<file path="config.mk">
export PLATFORM = sky130hd
export DESIGN_NAME = can_cfg_regs
export DESIGN_NICKNAME = d
export VERILOG_FILES = /design/src/rtl/can_cfg_pkg.sv /design/src/rtl/can_mode_ctrl.sv /design/src/rtl/can_filt_glob.sv /design/src/rtl/can_filt_bank.sv /design/src/rtl/can_cfg_regs.sv
export SDC_FILE = /design/constraint.sdc
export NUM_CORES = 2
export LEC_CHECK = 0
export BUFFER_PORTS_ARGS = -buffer_cell sky130_fd_sc_hd__buf_2
export CORE_MARGIN = 5
export CORE_UTILIZATION = 60
export DETAILED_ROUTE_END_ITERATION = 10
export PLACE_DENSITY_LB_ADDON = 0.1
export SETUP_SLACK_MARGIN = 0.1
export SLEW_MARGIN = 20
export SYNTH_ARGS = -nofsm -noshare
export SYNTH_HDL_FRONTEND = slang
export SYNTH_SLANG_ARGS = --single-unit
export TNS_END_PERCENT = 10
</file>
<file path="constraint.sdc">
create_clock -name clk -period 3.6 [get_ports clk]
set_clock_uncertainty 0.05 [all_clocks]
set_input_delay 0 -clock clk [delete_from_list [all_inputs] [get_ports clk]]
set_output_delay 0 -clock clk [all_outputs]
set_load 0.01 [all_outputs]
</file>
<file path="src/rtl/can_cfg_pkg.sv">
// Package: shared offsets and reset values of the CAN configuration register file.
// Assumes byte addresses with word-aligned accesses and a 12-bit offset space.
package can_cfg_pkg;
    localparam int          DW          = 32;
    localparam int          OFF_W       = 12;

    localparam logic [OFF_W-1:0] OFF_CTRL   = 12'h000;
    localparam logic [OFF_W-1:0] OFF_STAT   = 12'h004;
    localparam logic [OFF_W-1:0] OFF_TXST   = 12'h008;
    localparam logic [OFF_W-1:0] OFF_BTIM   = 12'h01C;
    localparam logic [OFF_W-1:0] OFF_FMAST  = 12'h200;
    localparam logic [OFF_W-1:0] OFF_FMODE  = 12'h204;
    localparam logic [OFF_W-1:0] OFF_FSCALE = 12'h20C;
    localparam logic [OFF_W-1:0] OFF_FFIFO  = 12'h214;
    localparam logic [OFF_W-1:0] OFF_FACT   = 12'h21C;
    localparam logic [OFF_W-1:0] OFF_BANK0  = 12'h240;

    localparam logic [DW-1:0] RST_CTRL  = 32'h0001_0002;
    localparam logic [DW-1:0] VAL_TXST  = 32'h1C00_0000;
    localparam logic [DW-1:0] RST_BTIM  = 32'h0123_0000;
    localparam logic [DW-1:0] RST_FMAST = 32'h2A1C_0E01;
endpackage

</file>
<file path="src/rtl/can_mode_ctrl.sv">
// Module: control word, init/sleep acknowledge and the bit-timing word.
// Assumes ctrl_we and btim_we are single-cycle strobes already decoded.
// The acknowledges follow the written control value on the same edge.
module can_mode_ctrl
    import can_cfg_pkg::*;
(
    input  logic          clk,
    input  logic          rst_n,
    input  logic          ctrl_we,
    input  logic          btim_we,
    input  logic [DW-1:0] wdata,
    output logic [DW-1:0] ctrl_q,
    output logic          init_ack,
    output logic          sleep_ack,
    output logic [DW-1:0] btim_q
);
    // Control word plus handshake acknowledges; init request has priority over sleep.
    always_ff @(posedge clk) begin
        if (!rst_n) begin
            ctrl_q    <= RST_CTRL;
            init_ack  <= 1'b0;
            sleep_ack <= 1'b1;
        end else if (ctrl_we) begin
            ctrl_q    <= wdata;
            init_ack  <= wdata[0];
            sleep_ack <= wdata[1] & ~wdata[0];
        end
    end

    // Bit-timing word, writable only while initialization is acknowledged.
    always_ff @(posedge clk) begin
        if (!rst_n)
            btim_q <= RST_BTIM;
        else if (btim_we && init_ack)
            btim_q <= wdata;
    end
endmodule

</file>
<file path="src/rtl/can_filt_glob.sv">
// Module: filter master, mode, scale, FIFO-assignment and activation words.
// Assumes one-hot write strobes from the top decoder; bit 0 of the master word is the filter-init flag.
module can_filt_glob
    import can_cfg_pkg::*;
#(
    parameter int NUM_BANKS = 28
) (
    input  logic                 clk,
    input  logic                 rst_n,
    input  logic                 fmast_we,
    input  logic                 fmode_we,
    input  logic                 fscale_we,
    input  logic                 ffifo_we,
    input  logic                 fact_we,
    input  logic [DW-1:0]        wdata,
    output logic [DW-1:0]        fmast_q,
    output logic [DW-1:0]        fmode_q,
    output logic [DW-1:0]        fscale_q,
    output logic [DW-1:0]        ffifo_q,
    output logic [NUM_BANKS-1:0] fact_q
);
    logic finit;
    assign finit = fmast_q[0];

    // Filter master word, always writable.
    always_ff @(posedge clk) begin
        if (!rst_n)
            fmast_q <= RST_FMAST;
        else if (fmast_we)
            fmast_q <= wdata;
    end

    // Mode, scale and FIFO-assignment words, locked unless filter-init is set.
    always_ff @(posedge clk) begin
        if (!rst_n) begin
            fmode_q  <= '0;
            fscale_q <= '0;
            ffifo_q  <= '0;
        end else if (finit) begin
            if (fmode_we)  fmode_q  <= wdata;
            if (fscale_we) fscale_q <= wdata;
            if (ffifo_we)  ffifo_q  <= wdata;
        end
    end

    // Activation bits, one per bank; upper bits are not stored.
    always_ff @(posedge clk) begin
        if (!rst_n)
            fact_q <= '0;
        else if (fact_we)
            fact_q <= wdata[NUM_BANKS-1:0];
    end
endmodule

</file>
<file path="src/rtl/can_filt_bank.sv">
// Module: one filter bank of two 32-bit words.
// Assumes 'unlocked' is already the OR of filter-init and the inverted activation bit.
module can_filt_bank
    import can_cfg_pkg::*;
(
    input  logic          clk,
    input  logic          rst_n,
    input  logic          we_lo,
    input  logic          we_hi,
    input  logic          unlocked,
    input  logic [DW-1:0] wdata,
    output logic [DW-1:0] lo_q,
    output logic [DW-1:0] hi_q
);
    // Both bank words, written only while the bank is unlocked.
    always_ff @(posedge clk) begin
        if (!rst_n) begin
            lo_q <= '0;
            hi_q <= '0;
        end else if (unlocked) begin
            if (we_lo) lo_q <= wdata;
            if (we_hi) hi_q <= wdata;
        end
    end
endmodule

</file>
<file path="src/rtl/can_cfg_regs.sv">
// Module: top of the CAN configuration register file; decodes the word bus and muxes reads.
// Assumes byte addresses; misaligned or unmapped offsets read 0 and drop writes.
module can_cfg_regs
    import can_cfg_pkg::*;
#(
    parameter int NUM_BANKS = 28,
    parameter int ADDR_W    = 12
) (
    input  logic              clk,
    input  logic              rst_n,
    input  logic [ADDR_W-1:0] addr,
    input  logic              wr_en,
    input  logic [DW-1:0]     wr_data,
    output logic [DW-1:0]     rd_data
);
    localparam int                BANK_IW   = (NUM_BANKS > 1) ? $clog2(NUM_BANKS) : 1;
    localparam logic [ADDR_W-1:0] BANK_BASE = ADDR_W'(OFF_BANK0);
    localparam logic [ADDR_W-1:0] BANK_SPAN = ADDR_W'(NUM_BANKS * 8);

    logic [DW-1:0]        ctrl_q, btim_q;
    logic                 init_ack, sleep_ack;
    logic [DW-1:0]        fmast_q, fmode_q, fscale_q, ffifo_q;
    logic [NUM_BANKS-1:0] fact_q;
    logic                 finit;
    logic [DW-1:0]        bank_lo [NUM_BANKS];
    logic [DW-1:0]        bank_hi [NUM_BANKS];

    logic [ADDR_W-1:0]    rel;
    logic                 in_bank;
    logic [BANK_IW-1:0]   bidx;

    assign finit   = fmast_q[0];
    assign rel     = addr - BANK_BASE;
    assign in_bank = (addr >= BANK_BASE) && (rel < BANK_SPAN) && (rel[1:0] == 2'b00);
    assign bidx    = rel[BANK_IW+2:3];

    can_mode_ctrl u_mode (
        .clk       (clk),
        .rst_n     (rst_n),
        .ctrl_we   (wr_en && addr == ADDR_W'(OFF_CTRL)),
        .btim_we   (wr_en && addr == ADDR_W'(OFF_BTIM)),
        .wdata     (wr_data),
        .ctrl_q    (ctrl_q),
        .init_ack  (init_ack),
        .sleep_ack (sleep_ack),
        .btim_q    (btim_q)
    );

    can_filt_glob #(.NUM_BANKS(NUM_BANKS)) u_glob (
        .clk       (clk),
        .rst_n     (rst_n),
        .fmast_we  (wr_en && addr == ADDR_W'(OFF_FMAST)),
        .fmode_we  (wr_en && addr == ADDR_W'(OFF_FMODE)),
        .fscale_we (wr_en && addr == ADDR_W'(OFF_FSCALE)),
        .ffifo_we  (wr_en && addr == ADDR_W'(OFF_FFIFO)),
        .fact_we   (wr_en && addr == ADDR_W'(OFF_FACT)),
        .wdata     (wr_data),
        .fmast_q   (fmast_q),
        .fmode_q   (fmode_q),
        .fscale_q  (fscale_q),
        .ffifo_q   (ffifo_q),
        .fact_q    (fact_q)
    );

    // One bank instance per filter bank, each with its own lock.
    for (genvar k = 0; k < NUM_BANKS; k++) begin : g_bank
        logic sel;
        assign sel = wr_en && in_bank && (bidx == BANK_IW'(k));
        can_filt_bank u_bank (
            .clk      (clk),
            .rst_n    (rst_n),
            .we_lo    (sel && !rel[2]),
            .we_hi    (sel &&  rel[2]),
            .unlocked (finit || !fact_q[k]),
            .wdata    (wr_data),
            .lo_q     (bank_lo[k]),
            .hi_q     (bank_hi[k])
        );
    end

    // Read mux; bit timing hidden outside init, unmapped offsets return 0.
    always_comb begin
        rd_data = '0;
        if (in_bank)
            rd_data = rel[2] ? bank_hi[bidx] : bank_lo[bidx];
        else if (addr == ADDR_W'(OFF_CTRL))   rd_data = ctrl_q;
        else if (addr == ADDR_W'(OFF_STAT))   rd_data = {20'h0, 2'b11, 8'h0, sleep_ack, init_ack};
        else if (addr == ADDR_W'(OFF_TXST))   rd_data = VAL_TXST;
        else if (addr == ADDR_W'(OFF_BTIM))   rd_data = init_ack ? btim_q : '0;
        else if (addr == ADDR_W'(OFF_FMAST))  rd_data = fmast_q;
        else if (addr == ADDR_W'(OFF_FMODE))  rd_data = fmode_q;
        else if (addr == ADDR_W'(OFF_FSCALE)) rd_data = fscale_q;
        else if (addr == ADDR_W'(OFF_FFIFO))  rd_data = ffifo_q;
        else if (addr == ADDR_W'(OFF_FACT))   rd_data = DW'(fact_q);
    end
endmodule

</file>
==> flow_metrics.py <==
metrics = {
    "placed_design": {
        "dp_hpwl_mm": 193,
        "place_congestion": 0.954,
        "placed_area_um2": 96100,
        "io_buffers": 78,
    },
    "finish": {
        "seq_area_um2": 40300,
        "finish.utilization_pct": 67.2,
        "fillCellCount": 12025,
        "syn_to_final_growth_pct": 11.0,
        "fin_area_um2": 104000,
        "nets": 9620,
        "drive_gt1_share_pct": 14.4,
        "multi_input_area_um2": 48100,
    },
    "clock_network": {
        "cts_buffers": 205,
        "path_clk_slew_ns": 0.06,
        "clockRootBuffer": "clkbuf_16",
        "clk_latency_ns": 0.83,
        "cts_max_path_buffers": 3,
        "cts_tree": "done",
        "clock-sinks": 2013,
        "cts_setup_buffers": 0,
        "cts.htree.levels": 4,
    },
    "synthesis": {
        "synth_cell_types": 70,
        "async_flop_share_pct": 0,
        "synthFlopType": "dfxtp_1",
        "synth_edf_count": 0,
        "syn_nets": 9865,
        "syn_area_per_cell_um2": 9.52,
        "syn_inst": 9816,
        "seq_area_frac_synth_pct": 43.1,
        "synth_warnings": 0,
        "netlist_area_um2": 93500,
        "ys_ff_latch": 2013,
    },
    "timing": {
        "final_max_slew_viol_count": 0,
        "slew_headroom_pct": 13.0,
        "hold_viol_final": 0,
        "worst_slack_ns": -0.0243,
        "fin_setup_tns_ns": -0.0243,
        "worst_slew_pin_slew_ns": 1.30,
        "finalSetupViolations": 1,
        "fin_crit_sh_pct": 101,
        "grt_setup_unrepaired": "yes",
        "whs_ns": 0.0722,
        "fmax_ghz": 0.276,
        "fin_crit_ns": 3.62,
    },
    "floorplan": {
        "initial_core_util_pct": 60.5,
        "die_x_um": 405,
        "top_level_ports": 79,
        "core_area_um2": 154000,
        "placementRows": 144,
        "die_area_um2": 164000,
        "die_h_um": 405,
    },
    "power_and_ir_drop": {
        "p_sw_share_pct": 23.8,
        "pwr-share-comb_pct": 6.5,
        "irDropWorstVdd_v": 0.000448,
        "power.density_nw_per_um2": 458,
        "sequentialPowerShare_pct": 46.9,
        "p_leak_nw": 33.1,
        "p_clk_share_pct": 46.6,
        "total_switching_power_mw": 11.3,
        "internal_power_mw": 36.2,
        "design_power_total_mw": 47.5,
    },
    "grt": {
        "grt_use_total_pct": 37.0,
        "grt_pass1_vias": 71774,
        "grt_antenna_before_repair": 11,
        "grt_first_pass_wirelength_mm": 462,
        "overflow": 0,
        "grt_max_degree": 162,
    },
    "worst_setup_path": {
        "worst-setup-path-type": "input pin to output pin",
        "arrival_ns": 3.57,
        "critPathCaptureType": "output pin",
        "rr_worst_depth": 8,
        "cp.required_ns": 3.55,
        "cp_max_fo": 27,
        "startpoint_type": "input pin",
    },
    "detailed_routing": {
        "wl_per_cell_um": 26.3,
        "drt_pass1_iterations": 6,
        "vias": 73347,
        "first_iter_violations": 8188,
        "drc": 0,
        "drt-total-wl_mm": 310,
        "ant_nets": 0,
        "routed_via_density": 6.22,
    },
    "job": {
        "drv_cap": 0,
    },
    "status": {
        "violations": "setup timing",
        "status": "complete, but fails checks",
    },
    "worst_hold_path": {
        "hold_path_class": "input pin to register",
        "hold_path_depth": 6,
    },
}
## critical path: stages
cell and delay, ns:
dlygate4sd3_1 0.60, buf_2 0.20, or2_1 0.35, a2111o_1 0.51
or2_4 0.44, buf_12 0.25, a221oi_1 0.74, a21oi_1 0.21
buf_2 0.22
## final cells by class
cell class              count  share of cell area [%]
diodes                      8                  0.0193
clock buffers             310                    5.88
clock inverters            69                   0.850
inverters                  20                  0.0724
multi-input cells        6748                    46.3
flip-flops and latches   2013                    38.9
well taps                2044                    2.47
repair buffers            583                    5.52
## metrics by stage
step	setup slack [ns]	instances
6_report	-0.0243	11795
5_1_grt	0.0579	11787
4_1_cts	0.0990	11785
3_5_place_dp	0.0976	11367
3_3_place_gp	0.114	11367
2_1_floorplan	1.03	9816
## Yosys cell counts, drive strengths merged, types with 3 or more instances
| library cell | number | area, um^2 |
|---|---|---|
| a211oi | 4 | 30.0 |
| nor2 | 64 | 240 |
| a221oi | 59 | 517 |
| o2111ai | 9 | 78.8 |
| a21boi | 1228 | 9220 |
| nor3 | 43 | 220 |
| nand2b | 4 | 25.0 |
| a22o | 3 | 26.3 |
| mux2 | 31 | 349 |
| nand2 | 2579 | 9680 |
| mux2i | 859 | 8600 |
| a221o | 13 | 130 |
| or4 | 3 | 22.5 |
| buf | 338 | 2660 |
| o41ai | 4 | 35.0 |
| o22ai | 70 | 438 |
| a21oi | 92 | 460 |
| a31oi | 15 | 93.8 |
| o21ai | 167 | 836 |
| o221ai | 7 | 61.3 |
| a211o | 5 | 43.8 |
| and3 | 26 | 163 |
| nor4 | 57 | 717 |
| a2111o | 8 | 90.1 |
| a32oi | 10 | 87.6 |
| a2111oi | 3 | 26.3 |
| o211ai | 11 | 82.6 |
| a22oi | 34 | 255 |
| or2 | 4 | 25.0 |
| inv | 18 | 67.6 |
| dfxtp | 2013 | 40300 |
| clkbuf | 697 | 2620 |
| mux4 | 425 | 9570 |
| nand4 | 5 | 31.3 |
| and2 | 22 | 138 |
| nor2b | 794 | 4970 |
| nand3 | 62 | 310 |
## final timing paths
kind / startpoint / end / slack [ns]
max: addr[1] / rd_data[30] / -0.02
min: addr[3] / u_glob.fscale_q[11] / 0.07
max reg2reg: u_glob.fmast_q[0] / g_bank[0].u_bank.hi_q[21] / 0.85
min reg2reg: u_glob.fscale_q[16] / u_glob.fscale_q[16] / 0.41
## power by group through the flow
stage                     registers [mW]  logic, mW  clock network, mW
after detailed placement            22.8       2.94                  0
after global placement              22.8       2.93                  0
final                               22.3       3.10               22.1
after CTS                           22.3       2.99               22.2
after global routing                22.3       3.15               23.2
after floorplan                     22.8       1.72                  0
## metal layers
layer  share of wire, %  track usage, %  routed length, um
met2                 43            56.2             135000
met3                 10            8.92              31000
met5              0.046           0.380                143
met1                 39            48.1             122000
met4                7.1            22.4              21900
## sequential cells by signal, indices dropped and copies added (netlist names)
signal / cells
u_mode.ctrl_q: 32
u_mode.btim_q: 32
u_glob.ffifo_q: 32
u_glob.fscale_q: 32
u_glob.fmast_q: 32
u_mode.sleep_ack: 1
g_bank.u_bank.lo_q: 896
u_glob.fmode_q: 32
g_bank.u_bank.hi_q: 896
u_glob.fact_q: 28
## what timing repair did
item / 4_1_cts / 5_1_grt
endpoints found under the setup margin: 9 / 11
hold buffers: 39 / 0
pin swaps: 0 / 1
endpoints found under the hold margin: 1666 / 0
resized for setup: 11 / 11
## cell families (layout without fill, tap and decap cells)
logic type	after synthesis	after routing	share of synthesized area (%)
simple gates	3672	3672	17.8
flops	2013	2013	43.1
compound gates	1757	1757	13.5
mux	1315	1315	19.8
buf+inv	1055	982	5.73
fa+ha+maj	2	2	0.0268
xor+xnor	2	2	0.0187
other cells	0	8	0
## layout by cell type, fill, tap and decap left out, types with 13 or more instances in the layout
cell type / Yosys / layout
nand2_1: 2579 / 2575
dfxtp_1: 2013 / 2013
a21boi_0: 1228 / 1228
mux2i_1: 859 / 859
nor2b_1: 794 / 793
mux4_2: 425 / 425
buf_4: 98 / 370
clkbuf_16: 0 / 208
o21ai_0: 167 / 160
buf_12: 2 / 108
a21oi_1: 92 / 91
o22ai_1: 70 / 70
nand3_1: 62 / 62
nor2_1: 64 / 61
buf_2: 77 / 61
clkbuf_8: 0 / 51
clkbuf_1: 696 / 51
a221oi_1: 59 / 49
dlygate4sd3_1: 0 / 39
clkinv_2: 0 / 36
nor3_1: 42 / 35
a22oi_1: 34 / 34
mux2_2: 31 / 31
and3_1: 26 / 26
nor4_4: 24 / 26
nor4_1: 33 / 25
and2_1: 14 / 21
inv_1: 18 / 18
bufinv_16: 0 / 17
a31oi_1: 15 / 14
a221o_1: 13 / 13
No activity file was read; power rests on OpenSTA's default activity.
